==> config.mk <==
export PLATFORM = sky130hd
export DESIGN_NAME = peak_window_detector
export DESIGN_NICKNAME = d
export VERILOG_FILES = /design/src/rtl/pwd_pkg.sv /design/src/rtl/pwd_window_ctrl.sv /design/src/rtl/pwd_peak_track.sv /design/src/rtl/pwd_result_reg.sv /design/src/rtl/peak_window_detector.sv
export SDC_FILE = /design/constraint.sdc
export NUM_CORES = 1
export LEC_CHECK = 0
export ABC_AREA = 1
export BUFFER_PORTS_ARGS = -buffer_cell sky130_fd_sc_hd__buf_2
export CAP_MARGIN = 20
export CORE_MARGIN = 4
export CORE_UTILIZATION = 52
export CTS_CLUSTER_DIAMETER = 100
export CTS_CLUSTER_SIZE = 24
export DETAILED_ROUTE_END_ITERATION = 10
export GPL_TIMING_DRIVEN = 1
export PLACE_DENSITY = 0.75
export SLEW_MARGIN = 20
export SYNTH_ARGS = -nofsm -noshare
export SYNTH_HDL_FRONTEND = slang
export SYNTH_SLANG_ARGS = --single-unit
==> constraint.sdc <==
create_clock -name clk -period 5.1 [get_ports clk]
set_clock_uncertainty 0.05 [all_clocks]
set_input_delay 0.255 -clock clk [delete_from_list [all_inputs] [get_ports clk]]
set_output_delay 0.255 -clock clk [all_outputs]
set_load 0.1 [all_outputs]
==> src/rtl/pwd_pkg.sv <==
package pwd_pkg;
   typedef enum logic {
      CMP_UNSIGNED = 1'b0,
      CMP_SIGNED   = 1'b1
   } cmp_mode_e;
endpackage

==> src/rtl/pwd_window_ctrl.sv <==
module pwd_window_ctrl #(
   parameter int SCORE_W = 16,
   parameter int LEN_W   = 8
) (
   input  logic               clk,
   input  logic               rst_n,
   input  logic               smp_valid,
   input  logic [LEN_W-1:0]   cfg_len,
   input  logic [SCORE_W-1:0] cfg_thr,
   output logic               win_last,
   output logic [SCORE_W-1:0] eff_thr
);
   localparam logic [LEN_W-1:0] LEN_ONE = LEN_W'(1);

   logic               open_q;
   logic [LEN_W-1:0]   cnt_q;
   logic [LEN_W-1:0]   len_q;
   logic [SCORE_W-1:0] thr_q;

   logic [LEN_W-1:0]   len_in;
   logic [LEN_W-1:0]   eff_len;
   logic [LEN_W-1:0]   cnt_cur;

   // zero length folds onto one sample per window
   assign len_in  = (cfg_len == '0) ? LEN_ONE : cfg_len;
   assign eff_len = open_q ? len_q : len_in;
   assign eff_thr = open_q ? thr_q : cfg_thr;
   assign cnt_cur = open_q ? cnt_q : '0;
   assign win_last = smp_valid && (cnt_cur == eff_len - LEN_ONE);

   always_ff @(posedge clk or negedge rst_n) begin
      if (!rst_n) begin
         open_q <= 1'b0;
         cnt_q  <= '0;
         len_q  <= LEN_ONE;
         thr_q  <= '0;
      end else if (smp_valid) begin
         if (!open_q) begin
            len_q <= len_in;
            thr_q <= cfg_thr;
         end
         if (win_last) begin
            open_q <= 1'b0;
            cnt_q  <= '0;
         end else begin
            open_q <= 1'b1;
            cnt_q  <= cnt_cur + LEN_ONE;
         end
      end
   end

   assert_cnt_in_window_R2: assert property (@(posedge clk) disable iff (!rst_n)
      open_q |-> (cnt_q < len_q));

   assert_len_nonzero_R8: assert property (@(posedge clk) disable iff (!rst_n)
      open_q |-> (len_q != '0));

   assert_cfg_held_R7: assert property (@(posedge clk) disable iff (!rst_n)
      (open_q && !$past(win_last) && $past(open_q)) |-> ($stable(len_q) && $stable(thr_q)));
endmodule

==> src/rtl/pwd_peak_track.sv <==
module pwd_peak_track #(
   parameter int                SCORE_W  = 16,
   parameter int                TS_W     = 32,
   parameter pwd_pkg::cmp_mode_e CMP_MODE = pwd_pkg::CMP_UNSIGNED
) (
   input  logic               clk,
   input  logic               rst_n,
   input  logic               smp_valid,
   input  logic [SCORE_W-1:0] score,
   input  logic [TS_W-1:0]    stamp,
   input  logic [SCORE_W-1:0] thr,
   input  logic               win_last,
   output logic               cand_found,
   output logic [SCORE_W-1:0] cand_peak,
   output logic [TS_W-1:0]    cand_stamp
);
   logic               have_q;
   logic [SCORE_W-1:0] best_q;
   logic [TS_W-1:0]    stamp_q;
   logic               above;
   logic               beats;
   logic               take;

   generate
      if (CMP_MODE == pwd_pkg::CMP_SIGNED) begin : g_signed
         assign above = $signed(score) > $signed(thr);
         assign beats = $signed(score) > $signed(best_q);
      end else begin : g_unsigned
         assign above = score > thr;
         assign beats = score > best_q;
      end
   endgenerate

   // strict beat keeps the earliest of equal maxima
   assign take       = smp_valid && above && (!have_q || beats);
   assign cand_found = have_q || take;
   assign cand_peak  = take ? score : (have_q ? best_q : '0);
   assign cand_stamp = take ? stamp : (have_q ? stamp_q : '0);

   always_ff @(posedge clk or negedge rst_n) begin
      if (!rst_n) begin
         have_q  <= 1'b0;
         best_q  <= '0;
         stamp_q <= '0;
      end else if (smp_valid) begin
         if (win_last) begin
            have_q  <= 1'b0;
            best_q  <= '0;
            stamp_q <= '0;
         end else begin
            have_q  <= cand_found;
            best_q  <= cand_peak;
            stamp_q <= cand_stamp;
         end
      end
   end

   assert_idle_hold_R2: assert property (@(posedge clk) disable iff (!rst_n)
      !$past(smp_valid) |-> ($stable(have_q) && $stable(best_q) && $stable(stamp_q)));

   assert_tie_keeps_first_R5: assert property (@(posedge clk) disable iff (!rst_n)
      ($past(have_q) && !$past(win_last) && $past(smp_valid) && ($past(score) == $past(best_q)))
      |-> $stable(stamp_q));
endmodule

==> src/rtl/pwd_result_reg.sv <==
module pwd_result_reg #(
   parameter int                 SCORE_W  = 16,
   parameter int                 TS_W     = 32,
   parameter pwd_pkg::cmp_mode_e CMP_MODE = pwd_pkg::CMP_UNSIGNED
) (
   input  logic               clk,
   input  logic               rst_n,
   input  logic               load,
   input  logic               cand_found,
   input  logic [SCORE_W-1:0] cand_peak,
   input  logic [TS_W-1:0]    cand_stamp,
   input  logic [SCORE_W-1:0] win_thr,
   output logic               res_strobe,
   output logic               res_found,
   output logic [SCORE_W-1:0] res_peak,
   output logic [TS_W-1:0]    res_stamp
);
   localparam bit IS_SIGNED = (CMP_MODE == pwd_pkg::CMP_SIGNED);

   always_ff @(posedge clk or negedge rst_n) begin
      if (!rst_n) begin
         res_strobe <= 1'b0;
         res_found  <= 1'b0;
         res_peak   <= '0;
         res_stamp  <= '0;
      end else begin
         res_strobe <= load;
         if (load) begin
            res_found <= cand_found;
            res_peak  <= cand_peak;
            res_stamp <= cand_stamp;
         end
      end
   end

   assert_found_above_thr_R4: assert property (@(posedge clk) disable iff (!rst_n)
      (res_strobe && res_found) |->
         (IS_SIGNED ? ($signed(res_peak) > $signed($past(win_thr))) : (res_peak > $past(win_thr))));

   assert_empty_is_zero_R6: assert property (@(posedge clk) disable iff (!rst_n)
      (res_strobe && !res_found) |-> (res_peak == '0 && res_stamp == '0));

   assert_hold_between_R10: assert property (@(posedge clk) disable iff (!rst_n)
      !res_strobe |-> ($stable(res_found) && $stable(res_peak) && $stable(res_stamp)));
endmodule

==> src/rtl/peak_window_detector.sv <==
module peak_window_detector #(
   parameter int                 SCORE_W  = 16,
   parameter int                 LEN_W    = 8,
   parameter int                 TS_W     = 32,
   parameter pwd_pkg::cmp_mode_e CMP_MODE = pwd_pkg::CMP_UNSIGNED
) (
   input  logic               clk,
   input  logic               rst_n,
   input  logic               in_valid,
   input  logic [SCORE_W-1:0] in_score,
   input  logic [TS_W-1:0]    in_stamp,
   input  logic [SCORE_W-1:0] cfg_threshold,
   input  logic [LEN_W-1:0]   cfg_win_len,
   output logic               out_strobe,
   output logic               out_found,
   output logic [SCORE_W-1:0] out_peak,
   output logic [TS_W-1:0]    out_stamp
);
   generate
      if (SCORE_W < 2) begin : g_bad_score_w
         $error("peak_window_detector: SCORE_W must be at least 2");
      end
      if (LEN_W < 1 || LEN_W > 24) begin : g_bad_len_w
         $error("peak_window_detector: LEN_W must lie in 1..24");
      end
      if (TS_W < 1) begin : g_bad_ts_w
         $error("peak_window_detector: TS_W must be at least 1");
      end
   endgenerate

   logic               win_last;
   logic [SCORE_W-1:0] win_thr;
   logic               cand_found;
   logic [SCORE_W-1:0] cand_peak;
   logic [TS_W-1:0]    cand_stamp;

   pwd_window_ctrl #(
      .SCORE_W(SCORE_W),
      .LEN_W  (LEN_W)
   ) u_win (
      .clk      (clk),
      .rst_n    (rst_n),
      .smp_valid(in_valid),
      .cfg_len  (cfg_win_len),
      .cfg_thr  (cfg_threshold),
      .win_last (win_last),
      .eff_thr  (win_thr)
   );

   pwd_peak_track #(
      .SCORE_W (SCORE_W),
      .TS_W    (TS_W),
      .CMP_MODE(CMP_MODE)
   ) u_track (
      .clk       (clk),
      .rst_n     (rst_n),
      .smp_valid (in_valid),
      .score     (in_score),
      .stamp     (in_stamp),
      .thr       (win_thr),
      .win_last  (win_last),
      .cand_found(cand_found),
      .cand_peak (cand_peak),
      .cand_stamp(cand_stamp)
   );

   pwd_result_reg #(
      .SCORE_W (SCORE_W),
      .TS_W    (TS_W),
      .CMP_MODE(CMP_MODE)
   ) u_res (
      .clk       (clk),
      .rst_n     (rst_n),
      .load      (win_last),
      .cand_found(cand_found),
      .cand_peak (cand_peak),
      .cand_stamp(cand_stamp),
      .win_thr   (win_thr),
      .res_strobe(out_strobe),
      .res_found (out_found),
      .res_peak  (out_peak),
      .res_stamp (out_stamp)
   );

   assert_strobe_follows_sample_R2: assert property (@(posedge clk) disable iff (!rst_n)
      out_strobe |-> $past(in_valid));
endmodule

# == After elaboration in Yosys (flattened, before gate mapping) ==
# Cells that the tools add are included.
# totals
reg_bits,132
in_bits,75
out_inout_bits,50
wordCells,36
# classes
add_sub_neg,2
order_cmp,2
eq_ne,1
n_mux,13
reduce_logical,7
# op_table
cell,count
2-to-1 mux 32 bit,3
2-to-1 mux 16 bit,4
> comparator 16 bit,2
2-to-1 mux 8 bit,4
adder 8 x 1 -> 8 bit (second input constant),1
equality test 8 bit,1
zero test 8 bit,1
subtractor 8 x 1 -> 8 bit (second input constant),1
logical AND 1 bit,3
logical OR 1 bit,2
2-to-1 mux 1 bit,2
zero test 1 bit,1

# == Longest topological paths before layout ==
# depth
depth_word,7
mapped_depth,20
depth_no_buf,17

# == By module ==
# A second synthesis with hierarchy kept.
# hier_totals
hier_cells,1135
area_unflattened_um2,7962.6
# modules_own_cells
mod,n_inst,cells_per_inst,area_each_um2,seq_area_each_um2
pwd_peak_track,1,616,4006.3,1226.2
pwd_window_ctrl,1,310,2073.2,827.0
pwd_result_reg,1,209,1883.1,1251.2

# == Worst setup path after synthesis ==
# No wires, ideal clock.
# synth_timing
path_kind,reg-to-reg
from,register u_win.open_q
to,register u_track.stamp_q[10]
setup_ns,0.116
arrival_ns,2.827
t_required_ns,4.934
slack_ns,2.106
stages_incl_launch_ff,19
n_path_buf,5
period_less_slack_ns,2.994
cell_sequence,dfrtp_1 buf_4 buf_4 buf_1 mux2i_1 ha_1 nand2_1 nor2_1 nand3_1 inv_1 nand2_1 a21oi_1 nand2_1 buf_2 buf_1 nand2_1 nand2_1 nand2_1 nand2_1
# synth_via
elab_chain_len,6
elab_cells_between_ends,11
classes_between,1 x add/sub; 1 x order compare; 1 x eq/ne; 5 x mux; 3 x reduce/logical
# synth_rtl
item,line_no,source
start: declaration,pwd_window_ctrl.sv:15,logic open_q;
start signal: assignment,pwd_window_ctrl.sv:33,open_q <= 1'b0;
start signal: assignment,pwd_window_ctrl.sv:43,open_q <= 1'b0;
start signal: assignment,pwd_window_ctrl.sv:46,open_q <= 1'b1;
2-to-1 mux 16 bit,pwd_window_ctrl.sv:27,assign eff_thr = open_q ? thr_q : cfg_thr;
> comparator 16 bit,pwd_peak_track.sv:29,assign above = score > thr;
logical AND 1 bit (2 in a row),pwd_peak_track.sv:35,assign take = smp_valid && above && (!have_q || beats);
2-to-1 mux 32 bit,pwd_peak_track.sv:38,assign cand_stamp = take ? stamp : (have_q ? stamp_q : '0);
2-to-1 mux 32 bit *,pwd_peak_track.sv:46,if (win_last) begin
end signal: assignment,pwd_peak_track.sv:53,stamp_q <= cand_stamp;
end: declaration,pwd_peak_track.sv:19,logic [TS_W-1:0] stamp_q;
# Mark *: on every way between the ends. The rest lies on a longest branch, timed or not.
# A chain may end at the register's enable or synchronous reset.

# == Final worst setup path ==
# layout_timing
from,register u_win.open_q
to,register u_res.res_found
# layout_via
elab_chain_len,5
elab_cells_between_ends,10
classes_between,1 x add/sub; 1 x order compare; 1 x eq/ne; 3 x mux; 4 x reduce/logical
# layout_rtl
item,line_no,source
2-to-1 mux 16 bit,pwd_window_ctrl.sv:27,
> comparator 16 bit,pwd_peak_track.sv:29,
logical AND 1 bit (2 in a row),pwd_peak_track.sv:35,
logical OR 1 bit,pwd_peak_track.sv:36,assign cand_found = have_q || take;
end signal: assignment,pwd_result_reg.sv:29,res_found <= cand_found;
end: declaration,pwd_result_reg.sv:14,"output logic res_found,"
# Parallel ways exist; a longest one is shown, timed or not.

==> flow_summary.toml <==
[worst_setup_path]
crit_arrival_ns = 4.17
crit_path_frequent_cell = "nand2_1"
crit_path_end_kind = "register"
path_class = "register to register"
cp_slowest_cell = "dfrtp_1"
max_stage_delay_ns = 0.77
cp_cell_sequence = "buf_4 > nor2_1 > o21ai_1 > nand2_2 > ha_1 > nand3_1 > nor2_1 > nand2_1 > nand2_1 > nand2_1 > nand2_1 > nor2_1 > nand2_1 > nor2_4 > inv_2 > nand2_1 > o21ai_1"
cp-start-kind = "register"
cp_max_fo = 50
reg2reg_depth = 17
worstPathRequired_ns = 5.33

[synthesis]
synth_top_family_by_area = "simple AND/OR/NAND/NOR gates"
synthCells = 1055
ys_top_cells_by_area = "dfrtp_1, nand2_1, ha_1"
synth_seq_cells = 132
synth_nets = 1164
muxShareOfSynthArea_pct = 2.01
synthXorXnorAreaFrac_pct = 1.17
yosysMostFrequentCell = "nand2_1"
synth_edf_count = 0
yosys.area_share.simple_pct = 34.3
syn_area_mm2 = 0.00748
syn_avg_cell_area_um2 = 7.09
ys_seq_area_share_pct = 44.2
synth_compound_area_share_pct = 4.15
synth_cell_types = 29
synth_commonest_cells = "nand2_1, dfrtp_1, inv_1, nand3_1, ha_1"
yosysWarnings = 0
async_flop_share_pct = 100
netlist.area_leader.share_pct = 43.8
synth_adder_area_share_pct = 5.69
synth_top_cell_by_area = "dfrtp_1"
synth_flop_cell = "dfrtp_1"

[global_route]
grt_pass1_wl_mm = 31.6
overflow = 0
grt_pass1_vias = 6482
grt_use_total_pct = 23.9
antenna_found_initial = 0
grt_max_degree = 100

[drt]
drtAntennaViolNets = 0
detail_route.wl_per_cell_um = 14.2
finalWirelength_mm = 19.1
vias_per_cell = 5.15
firstDrtPassIters = 5
drt-initial-drc-count = 552
post-route-drc-count = 0
via_count = 6941

[sta]
hold_viol = 0
slew_headroom_pct = 34.7
rsz0062_at_grt = "no"
setup_viol = 0
fin_tns_setup_ns = 0
min_period_ns = 3.94
finalCritPeriodShare_pct = 77.3
fmax_ghz = 0.254
drv_slew = 0
worstMarginPinSlew_ns = 0.980

[placed_design]
dpl.hpwl_mm = 12.3
gp_congestion = 0.851
portBuffers = 124
dpl.cell_count = 1315

[clock_network]
htreeDepth = 4
clk_pin_slew_worst_paths_ns = 0.06
cts_buffer_depth = 2
cts-root-buf = "clkbuf_16"
cts_buffers = 17
cts_tree = "done"
clock_sinks = 132
insertion_delay_ns = 0.42

[die]
die_x_um = 128
core_mm2 = 0.0140
rows = 43
die_area_mm2 = 0.0164
die_h_um = 128
num_io_pins = 125
start_util_pct = 53.5

[layout]
register_area_mm2 = 0.00330
final_nets = 1264
n_antenna_cell = 0
instances_no_fill = 1347
multi_input_area_mm2 = 0.00355
fill_cells = 1315
drive_gt1_share_pct = 14.7
syn_to_final_growth_pct = 17.1

[outcome]
status = "complete, no violations"

[min_path]
hold_depth = 3
hold_class = "input port to register"

[flow_run]
max-cap-violations = 0

[power]
p_leak_uw = 0.00546
powerDensity_mw_per_mm2 = 423
ir_drop_v = 0.000275
[timing repair]
action,4_1_cts,5_1_grt
hold buffers,1,0
setup buffers,0,0
gates resized for setup,0,0
endpoints found under the setup margin,0,0
hold endpoints to repair,86,0
[layout make-up]
type | count | area share [%]
Sequential cell | 132 | 37.7
Clock buffer | 22 | 5.53
Timing Repair Buffer | 134 | 8.04
Multi-Input combinational cell | 773 | 40.6
Tap cell | 180 | 2.57
Clock inverter | 9 | 1.44
Inverter | 97 | 4.16
[critical path: cells and delay by family (launching register included)]
family                   cells  cell delay, ns
buffers and inverters        2            0.90
adder cells (fa/ha/maj)      1            0.26
flip-flops                   1            0.77
AO/OA/AOI/OAI                2            0.20
AND/OR/NAND/NOR             12            1.57
[flip-flops by register name, indices dropped and copies added (netlist names)]
| signal | count |
|---|---|
| u_res.res_strobe | 1 |
| u_win.open_q | 1 |
| u_res.res_stamp | 32 |
| u_win.len_q | 8 |
| u_track.best_q | 16 |
| u_res.res_found | 1 |
| u_track.have_q | 1 |
| u_res.res_peak | 16 |
| u_track.stamp_q | 32 |
| u_win.thr_q | 16 |
| u_win.cnt_q | 8 |
[through the flow]
step | hold slack, ns | power [uW] | instance area [um^2] | setup WS [ns] | util [%]
3_3_place_gp | 0.338 | 2400 | 8140 | 1.26 | 58.2
3_5_place_dp | 0.339 | 2440 | 8140 | 1.15 | 58.2
4_1_cts | 0.0761 | 3720 | 8760 | 1.15 | 62.6
6_report | 0.0870 | 3710 | 8760 | 1.16 | 62.6
2_1_floorplan | -0.0906 | 2180 | 7480 | 2.11 | -
5_1_grt | 0.109 | 3970 | 8760 | 0.713 | 62.6
[cell families (layout without fill, tap and decap cells)]
group,after synthesis,count (layout)
buffers and inverters,150,262
multiplexers,15,15
AND/OR/NAND/NOR,654,654
AO/OA/AOI/OAI,60,60
adder cells (fa/ha/maj),34,34
XOR/XNOR,10,10
flip-flops,132,132
[routing by layer]
layer,GRT usage [%],share of wire (%),vias to the layer above
met3,4.71,6.2,35
li1,-,-,3439
met5,0,0,-
met4,7.93,1.7,0
met2,36.7,46,237
met1,34.1,46,3230
[cells in the final DEF, fill, tap and decap left out, types with 6 or more instances in the layout]
master / n
nand2_1: 558
dfrtp_1: 131
buf_2: 123
inv_1: 93
nand3_1: 62
ha_1: 34
o21ai_0: 29
nor2_1: 24
a21oi_1: 19
clkbuf_16: 17
mux2i_1: 15
xor2_1: 9
buf_4: 9
o21ai_1: 6
[power breakdown]
group	switching (uW)	leakage [uW]	internal (uW)	total [uW]
clock	452	0.000302	814	1270
sequential	121	0.00176	1240	1360
combinational	704	0.00340	378	1080
[final timing paths]
path | end | start | slack (ns)
setup / recovery | u_res.res_found | u_win.open_q | 1.16
hold / removal | u_win.len_q[5] | cfg_win_len[5] | 0.09
setup reg to reg | u_res.res_found | u_win.open_q | 1.16
hold reg to reg | u_res.res_stamp[25] | u_res.res_stamp[25] | 0.42
max in group asynchronous | u_res.res_stamp[3] | rst_n | 3.45
min in group asynchronous | u_win.thr_q[6] | rst_n | 0.41
No activity file was read; power rests on OpenSTA's default activity.
